**config.mk**
```make
export PLATFORM = sky130hd
export DESIGN_NAME = trig_router
export DESIGN_NICKNAME = d
export VERILOG_FILES = /design/src/rtl/trig_router.sv
export SDC_FILE = /design/constraint.sdc
export NUM_CORES = 1
export LEC_CHECK = 0
export CAP_MARGIN = 20
export CORE_AREA = 2 2 107 109
export CTS_CLUSTER_SIZE = 24
export DETAILED_ROUTE_END_ITERATION = 16
export DIE_AREA = 0 0 109 111
export PLACE_DENSITY = 0.71
export SKIP_LAST_GASP = 1
export SLEW_MARGIN = 20
export SYNTH_ARGS = -nofsm -noshare
export SYNTH_HDL_FRONTEND = slang
export SYNTH_SLANG_ARGS = --single-unit
```
**constraint.sdc**
```tcl
create_clock -name clk -period 3.2 [get_ports clk]
set_input_delay 0.64 -clock clk [delete_from_list [all_inputs] [get_ports clk]]
set_output_delay 0.64 -clock clk [all_outputs]
set_load 0.005 [all_outputs]
```
**src/rtl/trig_router.sv**
```systemverilog
module trig_router #(
  parameter int N_IN  = 8,
  parameter int N_OUT = 8,
  parameter int N_CH  = 4,
  parameter int AW    = 12,
  parameter logic [31:0] KEY = 32'hC5AC_CE55
) (
  input  logic          clk,
  input  logic          rst_n,
  input  logic [AW-1:0] bus_addr,
  input  logic          bus_we,
  input  logic [31:0]   bus_wdata,
  output logic [31:0]   bus_rdata,
  input  logic [N_IN-1:0]  trig_in,
  output logic [N_OUT-1:0] trig_out
);
  localparam int IW = AW - 2;
  localparam logic [AW-1:0] A_CTRL  = AW'('h000);
  localparam logic [AW-1:0] A_ACK   = AW'('h010);
  localparam logic [AW-1:0] A_INEN  = AW'('h020);
  localparam logic [AW-1:0] A_OUTEN = AW'('h0A0);
  localparam logic [AW-1:0] A_TIN   = AW'('h130);
  localparam logic [AW-1:0] A_TOUT  = AW'('h134);
  localparam logic [AW-1:0] A_CHIN  = AW'('h138);
  localparam logic [AW-1:0] A_CHOUT = AW'('h13C);
  localparam logic [AW-1:0] A_LOCK  = AW'('hFB0);
  localparam logic [AW-1:0] A_LSTAT = AW'('hFB4);

  logic ctrl_en, locked;
  logic [N_IN-1:0][N_CH-1:0]  in_mask;
  logic [N_OUT-1:0][N_CH-1:0] out_mask;
  logic [N_OUT-1:0] hold, set_v, ack_v;
  logic [N_CH-1:0]  ch_in, ch_out;

  wire wr_ok = bus_we && (!locked || bus_addr == A_LOCK);
  wire [AW-1:0] in_off  = bus_addr - A_INEN;
  wire [AW-1:0] out_off = bus_addr - A_OUTEN;
  wire in_hit  = bus_addr[1:0] == 2'b00 && bus_addr >= A_INEN  && int'(in_off[AW-1:2])  < N_IN;
  wire out_hit = bus_addr[1:0] == 2'b00 && bus_addr >= A_OUTEN && int'(out_off[AW-1:2]) < N_OUT;

  assign ack_v = (wr_ok && bus_addr == A_ACK) ? bus_wdata[N_OUT-1:0] : '0;

  always_comb begin
    ch_in = '0;
    for (int n = 0; n < N_IN; n++)
      if (trig_in[n]) ch_in = ch_in | in_mask[n];
  end
  assign ch_out = ctrl_en ? ch_in : '0;

  always_comb
    for (int m = 0; m < N_OUT; m++)
      set_v[m] = |(ch_out & out_mask[m]);

  assign trig_out = ctrl_en ? hold : '0;

  always_ff @(posedge clk or negedge rst_n)
    if (!rst_n) begin
      ctrl_en <= 1'b0;
      locked  <= 1'b1;
      hold    <= '0;
    end else begin
      hold <= ctrl_en ? ((hold & ~ack_v) | set_v) : '0;
      if (wr_ok && bus_addr == A_CTRL) ctrl_en <= bus_wdata[0];
      if (bus_we && bus_addr == A_LOCK) locked <= bus_wdata != KEY;
    end

  for (genvar n = 0; n < N_IN; n++) begin : g_in
    always_ff @(posedge clk or negedge rst_n)
      if (!rst_n) in_mask[n] <= '0;
      else if (wr_ok && in_hit && in_off[AW-1:2] == IW'(n)) in_mask[n] <= bus_wdata[N_CH-1:0];
  end

  for (genvar m = 0; m < N_OUT; m++) begin : g_out
    always_ff @(posedge clk or negedge rst_n)
      if (!rst_n) out_mask[m] <= '0;
      else if (wr_ok && out_hit && out_off[AW-1:2] == IW'(m)) out_mask[m] <= bus_wdata[N_CH-1:0];
  end

  always_comb begin
    bus_rdata = '0;
    unique case (bus_addr)
      A_CTRL:  bus_rdata[0] = ctrl_en;
      A_TIN:   bus_rdata[N_IN-1:0] = trig_in;
      A_TOUT:  bus_rdata[N_OUT-1:0] = trig_out;
      A_CHIN:  bus_rdata[N_CH-1:0] = ch_in;
      A_CHOUT: bus_rdata[N_CH-1:0] = ch_out;
      A_LSTAT: bus_rdata[0] = locked;
      default: begin
        for (int n = 0; n < N_IN; n++)
          if (in_hit && in_off[AW-1:2] == IW'(n)) bus_rdata[N_CH-1:0] = in_mask[n];
        for (int m = 0; m < N_OUT; m++)
          if (out_hit && out_off[AW-1:2] == IW'(m)) bus_rdata[N_CH-1:0] = out_mask[m];
      end
    endcase
  end

  AST_DISABLED_QUIET: assert property (@(posedge clk) disable iff (!rst_n)
    !ctrl_en |-> trig_out == '0);
  AST_LOCKED_WRITE_IGNORED: assert property (@(posedge clk) disable iff (!rst_n)
    (locked && bus_we && bus_addr != A_LOCK) |=>
      $stable(in_mask) && $stable(out_mask) && $stable(ctrl_en));
  AST_KEY_UNLOCKS: assert property (@(posedge clk) disable iff (!rst_n)
    (bus_we && bus_addr == A_LOCK && bus_wdata == KEY) |=> !locked);
  AST_BAD_KEY_LOCKS: assert property (@(posedge clk) disable iff (!rst_n)
    (bus_we && bus_addr == A_LOCK && bus_wdata != KEY) |=> locked);
  AST_OUTPUT_HELD: assert property (@(posedge clk) disable iff (!rst_n)
    (ctrl_en && ack_v == '0 && !(bus_we && bus_addr == A_CTRL)) |=>
      ((trig_out & $past(trig_out)) == $past(trig_out)));
  AST_SET_WINS: assert property (@(posedge clk) disable iff (!rst_n)
    (ctrl_en && !(bus_we && bus_addr == A_CTRL) && (set_v & ack_v) != '0) |=>
      ((trig_out & $past(set_v & ack_v)) == $past(set_v & ack_v)));
  always_comb if (rst_n && bus_addr == A_LOCK)
    AST_LOCK_READS_ZERO: assert (bus_rdata == '0);
endmodule

```
==> results of run 1 <==
[cell families after synthesis]
| logic type | share of synthesized area (%) |
|---|---|
| buf+inv | 6.67 |
| xor+xnor | 0.355 |
| flops | 37.6 |
| compound gates | 14.3 |
| mux | 21.7 |
| simple gates | 19.1 |
| fa+ha+maj | 0.254 |
| other cells | 0.0760 |
[worst max-delay path: stages]
cell             delay, ps
clkdlybuf4s50_1        410
or2_4                  260
buf_4                  160
or3_4                  360
nor3_4                 220
buf_6                  150
nand2_1                 50
o211ai_1               140
buf_2                  170
[routing by layer]
layer / part of all wire [%] / up-vias
met5: 0.098 / -
met4: 2.7 / 2
met3: 7.4 / 42
met2: 49 / 216
met1: 41 / 2191
li1: - / 1996
[state kept, by name, summed over array words and instances (netlist names)]
signal,count
out_mask,32
locked,1
ctrl_en,1
hold,8
in_mask,32
[power groups by stage]
stage,sequential [uW],combinational [uW],clock (uW)
floorplan,953,130,0
global placement,953,306,0
detailed placement,953,311,0
CTS,936,321,1170
global route,935,350,1220
finish,936,326,1170
[layout by cell type, fill, tap and decap left out, drive strengths merged, types with 16 or more instances in the layout]
cell type | synthesis | final
buf | 39 | 97
dfrtp | 73 | 73
mux2 | 68 | 68
clkdlybuf4s50 | 0 | 51
a22oi | 36 | 36
nand2 | 35 | 35
nor2 | 26 | 26
conb | 1 | 24
nand3 | 16 | 16
[final cells by class]
cell class              count  area, sq um
flip-flops and latches     74         1850
clock buffers               9          225
clock inverters             6          116
fillers                   927         4280
well taps                 143          179
repair buffers            161         1420
multi-input cells         355         2970
inverters                   9         33.8
[Yosys cell counts, types with 2 or more instances]
master	number	area, sq um
inv_1	8	30.0
nand2b_1	5	31.3
mux2_2	32	360
o21ai_0	14	70.1
nor3_4	7	114
nand3_1	16	80.1
buf_4	26	195
a21oi_1	15	75.1
nor3_2	3	30.0
a32oi_1	2	17.5
or3_1	2	12.5
mux2i_1	10	100
nor2_1	24	90.1
and2_1	13	81.3
dfrtp_1	73	1830
clkbuf_1	12	45.0
nand2_1	34	128
nor4bb_1	5	50.1
buf_2	5	25.0
nand4_4	2	42.5
a31oi_1	6	37.5
o32ai_1	2	17.5
nor2b_1	4	25.0
nor4_1	2	12.5
a22oi_1	36	270
a2111oi_0	2	17.5
mux2_4	24	360
o211ai_1	2	15.0
o2111ai_1	2	17.5
o22ai_1	5	31.3
buf_1	8	30.0
mux2_1	12	135
nor2_4	2	22.5
nand4_1	9	56.3
nor3_1	5	25.0
o221ai_1	2	17.5
mux4_2	5	113
[per-stage QoR]
step                      setup TNS [ps]  hold WS (ps)  total power (uW)  cells  area [sq um]
after floorplan                        0           344              1080    489          5020
after global placement            -11370           481              1260    739          6300
after detailed placement          -16330           488              1260    739          6300
after CTS                          -3.24           390              2430    756          6740
after global routing                -187           437              2500    757          6800
final                                  0           361              2430    757          6800
[path summary, 6_finish.rpt]
kind                             start           end  cells after the start  slack (ps)
min in group clk                locked        locked                      2         490
max                        bus_addr[1]  bus_rdata[2]                      9           2
max reg2reg                     locked    in_mask[4]                      5        1340
max in group asynchronous        rst_n        locked                      2        2100
min reg2reg                     locked        locked                      2         490
min                              rst_n   in_mask[14]                      1         360
[what timing repair did]
action / CTS / global route
pin swaps: 9 / 6
endpoints found under the hold margin: 0 / 0
resized for setup: 59 / 11
setup buffers: 2 / 1
hold buffers: 0 / 0
endpoints found under the setup margin: 8 / 6
==> flow_summary.json, run 1 <==
{
  "status": "finished, final reports clean",
  "slew_headroom_pct": 51.7,
  "clkSlewWorstSetupHoldPaths_ps": 60,
  "intPower_uw": 1850,
  "synthDistinctLibCells": 67,
  "n_antenna_cell": 0,
  "met3_usage_pct": 4.94,
  "viasPerCell": 5.87,
  "swShare_pct": 23.8,
  "die_y_um": 111,
  "portBuffers": 70,
  "nets": 666,
  "synth_ff_type": "dfrtp_1",
  "syn_area_sq_um": 4930,
  "met1_usage_pct": 37.5,
  "power_density_nw_per_um2": 357,
  "pwr-share-clk_pct": 48.1,
  "ant_nets": 0,
  "htree_levels": 3,
  "worst_pin_slew_ps": 724,
  "period_share_pct": 99.9,
  "grt_pass1_wl_um": 25400,
  "cts_root_buf": "clkbuf_16",
  "gr-total-overflow": 0,
  "setup_viol": 0,
  "synth_edf_count": 0,
  "p_seq_share_pct": 38.5,
  "place_worst_setup_slack_ps": -722,
  "wire_per_inst_um": 21.6,
  "critPathKind": "primary input to output port",
  "synth_warnings": 0,
  "skew_ps": 6.83,
  "end_kind": "output port",
  "utilization_pct": 61.3,
  "rsz0062_at_grt": "yes",
  "maxCapViolCount": 0,
  "die_area_sq_um": 12100,
  "insertion_delay_ps": 330,
  "syn_avg_cell_area_sq_um": 10.6,
  "irDropWorstVdd_v": 0.000272,
  "drive_gt1_share_pct": 36.0,
  "drv_slew": 0,
  "cp_max_fo": 5,
  "setup_ws_ps": 1.85,
  "cts_tree": "yes",
  "initial_core_util_pct": 44.5,
  "p_leak_uw": 0.00317,
  "wl_um": 16300,
  "critical_path_arrival_ps": 2560,
  "vias": 4447,
  "antenna_found_initial": 1,
  "hold_viol": 0,
  "synth-seq-cells": 74,
  "gp_congestion": 0.966,
  "cts_sinks": 74,
  "drc_errors": 0,
  "grt_use_total_pct": 27.9,
  "use_met2_pct": 45.4,
  "power.switching_uw": 579,
  "hold_class": "primary input to asynchronous set/reset pin",
  "grt_busiest_layer": "met2",
  "max_freq_mhz": 313,
  "first_pass_iters": 5,
  "yosysSeqAreaShare_pct": 37.6,
  "required_ps": 2560,
  "area_growth_pct": 37.8,
  "syn-instance-count": 466,
  "async_flop_share_pct": 100,
  "clockBufferDepth": 2,
  "dp_hpwl_um": 12600,
  "grt_pass1_vias": 4530,
  "layout_min_cycle_time_ps": 3200,
  "combPwrFrac_pct": 13.4,
  "drt_iter0_drc": 300,
  "core_sq_um": 11100,
  "dieWidth_um": 109,
  "ios": 95,
  "grt_max_degree": 44,
  "cts_made_buffers": 9,
  "start_kind": "primary input",
  "core.rowCount": 39
}
Note: power is estimated with default switching activity, not from simulation.
==> run 2: changes to the inputs <==
==> constraint.sdc (replaced) <==
create_clock -name clk -period 3.6 [get_ports clk]
set_input_delay 0.72 -clock clk [delete_from_list [all_inputs] [get_ports clk]]
set_output_delay 0.72 -clock clk [all_outputs]
set_load 0.005 [all_outputs]
==> run 2 against run 1 <==
Compared with the run above:
- combinational power fell by 17%
- wire length fell by 3.4%
- critical endpoint is now bus_rdata[3]
- hold slack improved by 130 ps
==> flow_summary.json, run 2 (synthesized netlist as in run 1, its figures left out) <==
{
  "start_kind": "primary input",
  "r2r_end": "out_mask[4]",
  "combPwrFrac_pct": 13.5,
  "cpLargestDelayFamily": "buffers and inverters",
  "cp_max_fo": 4,
  "gp_congestion": 1.06,
  "whs_path_depth": 2,
  "crit_path_max_incr_delay_ps": 480,
  "required_ps": 2880,
  "wire_per_inst_um": 21.2,
  "min_to": "locked",
  "grt_pass1_vias": 4539,
  "clkSlewWorstSetupHoldPaths_ps": 60,
  "grt_use_total_pct": 27.6,
  "initial_core_util_pct": 44.5,
  "layout_common_cells": "77 x buf_4, 73 x dfrtp_1, 61 x clkdlybuf4s50_1",
  "final.hold.worst_slack_ps": 493,
  "setup_tns_ps": 0,
  "cpMostUsedCell": "buf_4",
  "status": "finished, final reports clean",
  "viasPerCell": 5.92,
  "grt_max_degree": 75,
  "cts-hold-fix-buffers": 0,
  "reg2reg_setup_slack_ps": 1730,
  "power_density_nw_per_um2": 307,
  "power.switching_uw": 488,
  "die_y_um": 111,
  "crit_slowest_cell": "clkdlybuf4s50_1",
  "final_common_cell": "buf_4",
  "critical_path_arrival_ps": 2880,
  "drv_slew": 0,
  "core_sq_um": 11100,
  "period_share_pct": 99.9,
  "drc_errors": 0,
  "path_cells": "clkdlybuf4s50_1 > inv_1 > ha_2 > nand2b_4 > o31ai_4 > o2111ai_2 > buf_4 > buf_4 > o32ai_2 > a21oi_2 > o221ai_2 > buf_2",
  "worst_pin_slew_ps": 926,
  "intPower_uw": 1530,
  "crit_cells": 12,
  "drt_iter0_drc": 346,
  "grt_pass1_wl_um": 25000,
  "cts_made_buffers": 9,
  "nets": 654,
  "clockBufferDepth": 2,
  "vias": 4418,
  "min-delay-start": "locked",
  "end_kind": "output port",
  "slew_headroom_pct": 38.2,
  "layout_min_cycle_time_ps": 3600,
  "die_area_sq_um": 12100,
  "critPathKind": "primary input to output port",
  "irDropWorstVdd_v": 0.000270,
  "insertion_delay_ps": 340,
  "max_freq_mhz": 278,
  "area_growth_pct": 33.3,
  "gr-total-overflow": 0,
  "cts_root_buf": "clkbuf_16",
  "cts_tree": "yes",
  "ios": 95,
  "hold_class": "flip-flop to flip-flop",
  "reg_top3": "in_mask (32), out_mask (32), hold (8)",
  "num-fill-cells": 967,
  "dp_hpwl_um": 12100,
  "rsz0062_at_grt": "yes",
  "htree_levels": 3,
  "drive_gt1_share_pct": 32.8,
  "p_leak_uw": 0.00302,
  "rr_worst_depth": 5,
  "core.rowCount": 39,
  "cts_sinks": 74,
  "swShare_pct": 24.2,
  "crit_buf_inv": 5,
  "pwr-share-clk_pct": 45.3,
  "maxCapViolCount": 0,
  "wl_um": 15800,
  "skew_ps": 7.85,
  "hold_viol": 0,
  "antenna_found_initial": 0,
  "n_antenna_cell": 0,
  "p_seq_share_pct": 41.2,
  "first_pass_iters": 5,
  "setup_viol": 0,
  "ant_nets": 0,
  "portBuffers": 70,
  "reg2reg_from": "locked",
  "dieWidth_um": 109
}
## run 2: what timing repair did
| action | in CTS | in global routing |
|---|---|---|
| setup buffers | 3 | 0 |
| gates resized for setup | 35 | 4 |
| pin swaps | 9 | 7 |
| setup endpoints to repair | 8 | 8 |
## run 2: metal layers
layer | GRT usage (%) | wire length, um
met2 | 44.3 | 7700
met3 | 4.29 | 1010
met1 | 37.5 | 6680
met4 | 9.91 | 401
met5 | 0 | 0
## run 2: cell type report
class                   instances  area (sq um)  share of cell area (%)
clock buffers                  12           256                    3.90
clock inverters                 4          50.0                   0.761
inverters                       9          33.8                   0.514
multi-input cells             355          2920                    44.4
flip-flops and latches         74          1850                    28.2
well taps                     143           179                    2.72
repair buffers                149          1280                    19.5
## run 2: stage by stage
stage                     area [sq um]  worst slack, ps  instances  power (uW)  util (%)
final                             6580             3.86        746        2020      59.4
after CTS                         6560            -23.7        746        2030      59.3
after global routing              6580            -67.2        746        2080      59.4
after floorplan                   5020              378        489         962         -
after detailed placement          6170             -486        727        1110      55.7
after global placement            6170             -391        727        1100      55.7
## run 2: power groups by stage
stage                     clock, uW  sequential [uW]  combinational (uW)
after floorplan                   0              847                 115
after global placement            0              847                 257
after detailed placement          0              847                 261
after CTS                       927              832                 268
after global routing            957              832                 292
final                           914              832                 272
## run 2: worst reg2reg max path, delay by kind of cell, from the launching register on
family,cells,cell delay [ps]
muxes,1,340
and+or+nand+nor,3,960
DFF,1,390
AOI/OAI and AO/OA,1,60
## run 2: worst max-delay path by stage
stage,from,to
2_1_floorplan,bus_addr[5],bus_rdata[3]
3_3_place_gp,bus_addr[5],bus_rdata[3]
3_5_place_dp,bus_addr[5],bus_rdata[3]
4_1_cts,bus_addr[6],bus_rdata[3]
5_1_grt,bus_addr[6],bus_rdata[3]
6_report,bus_addr[6],bus_rdata[3]
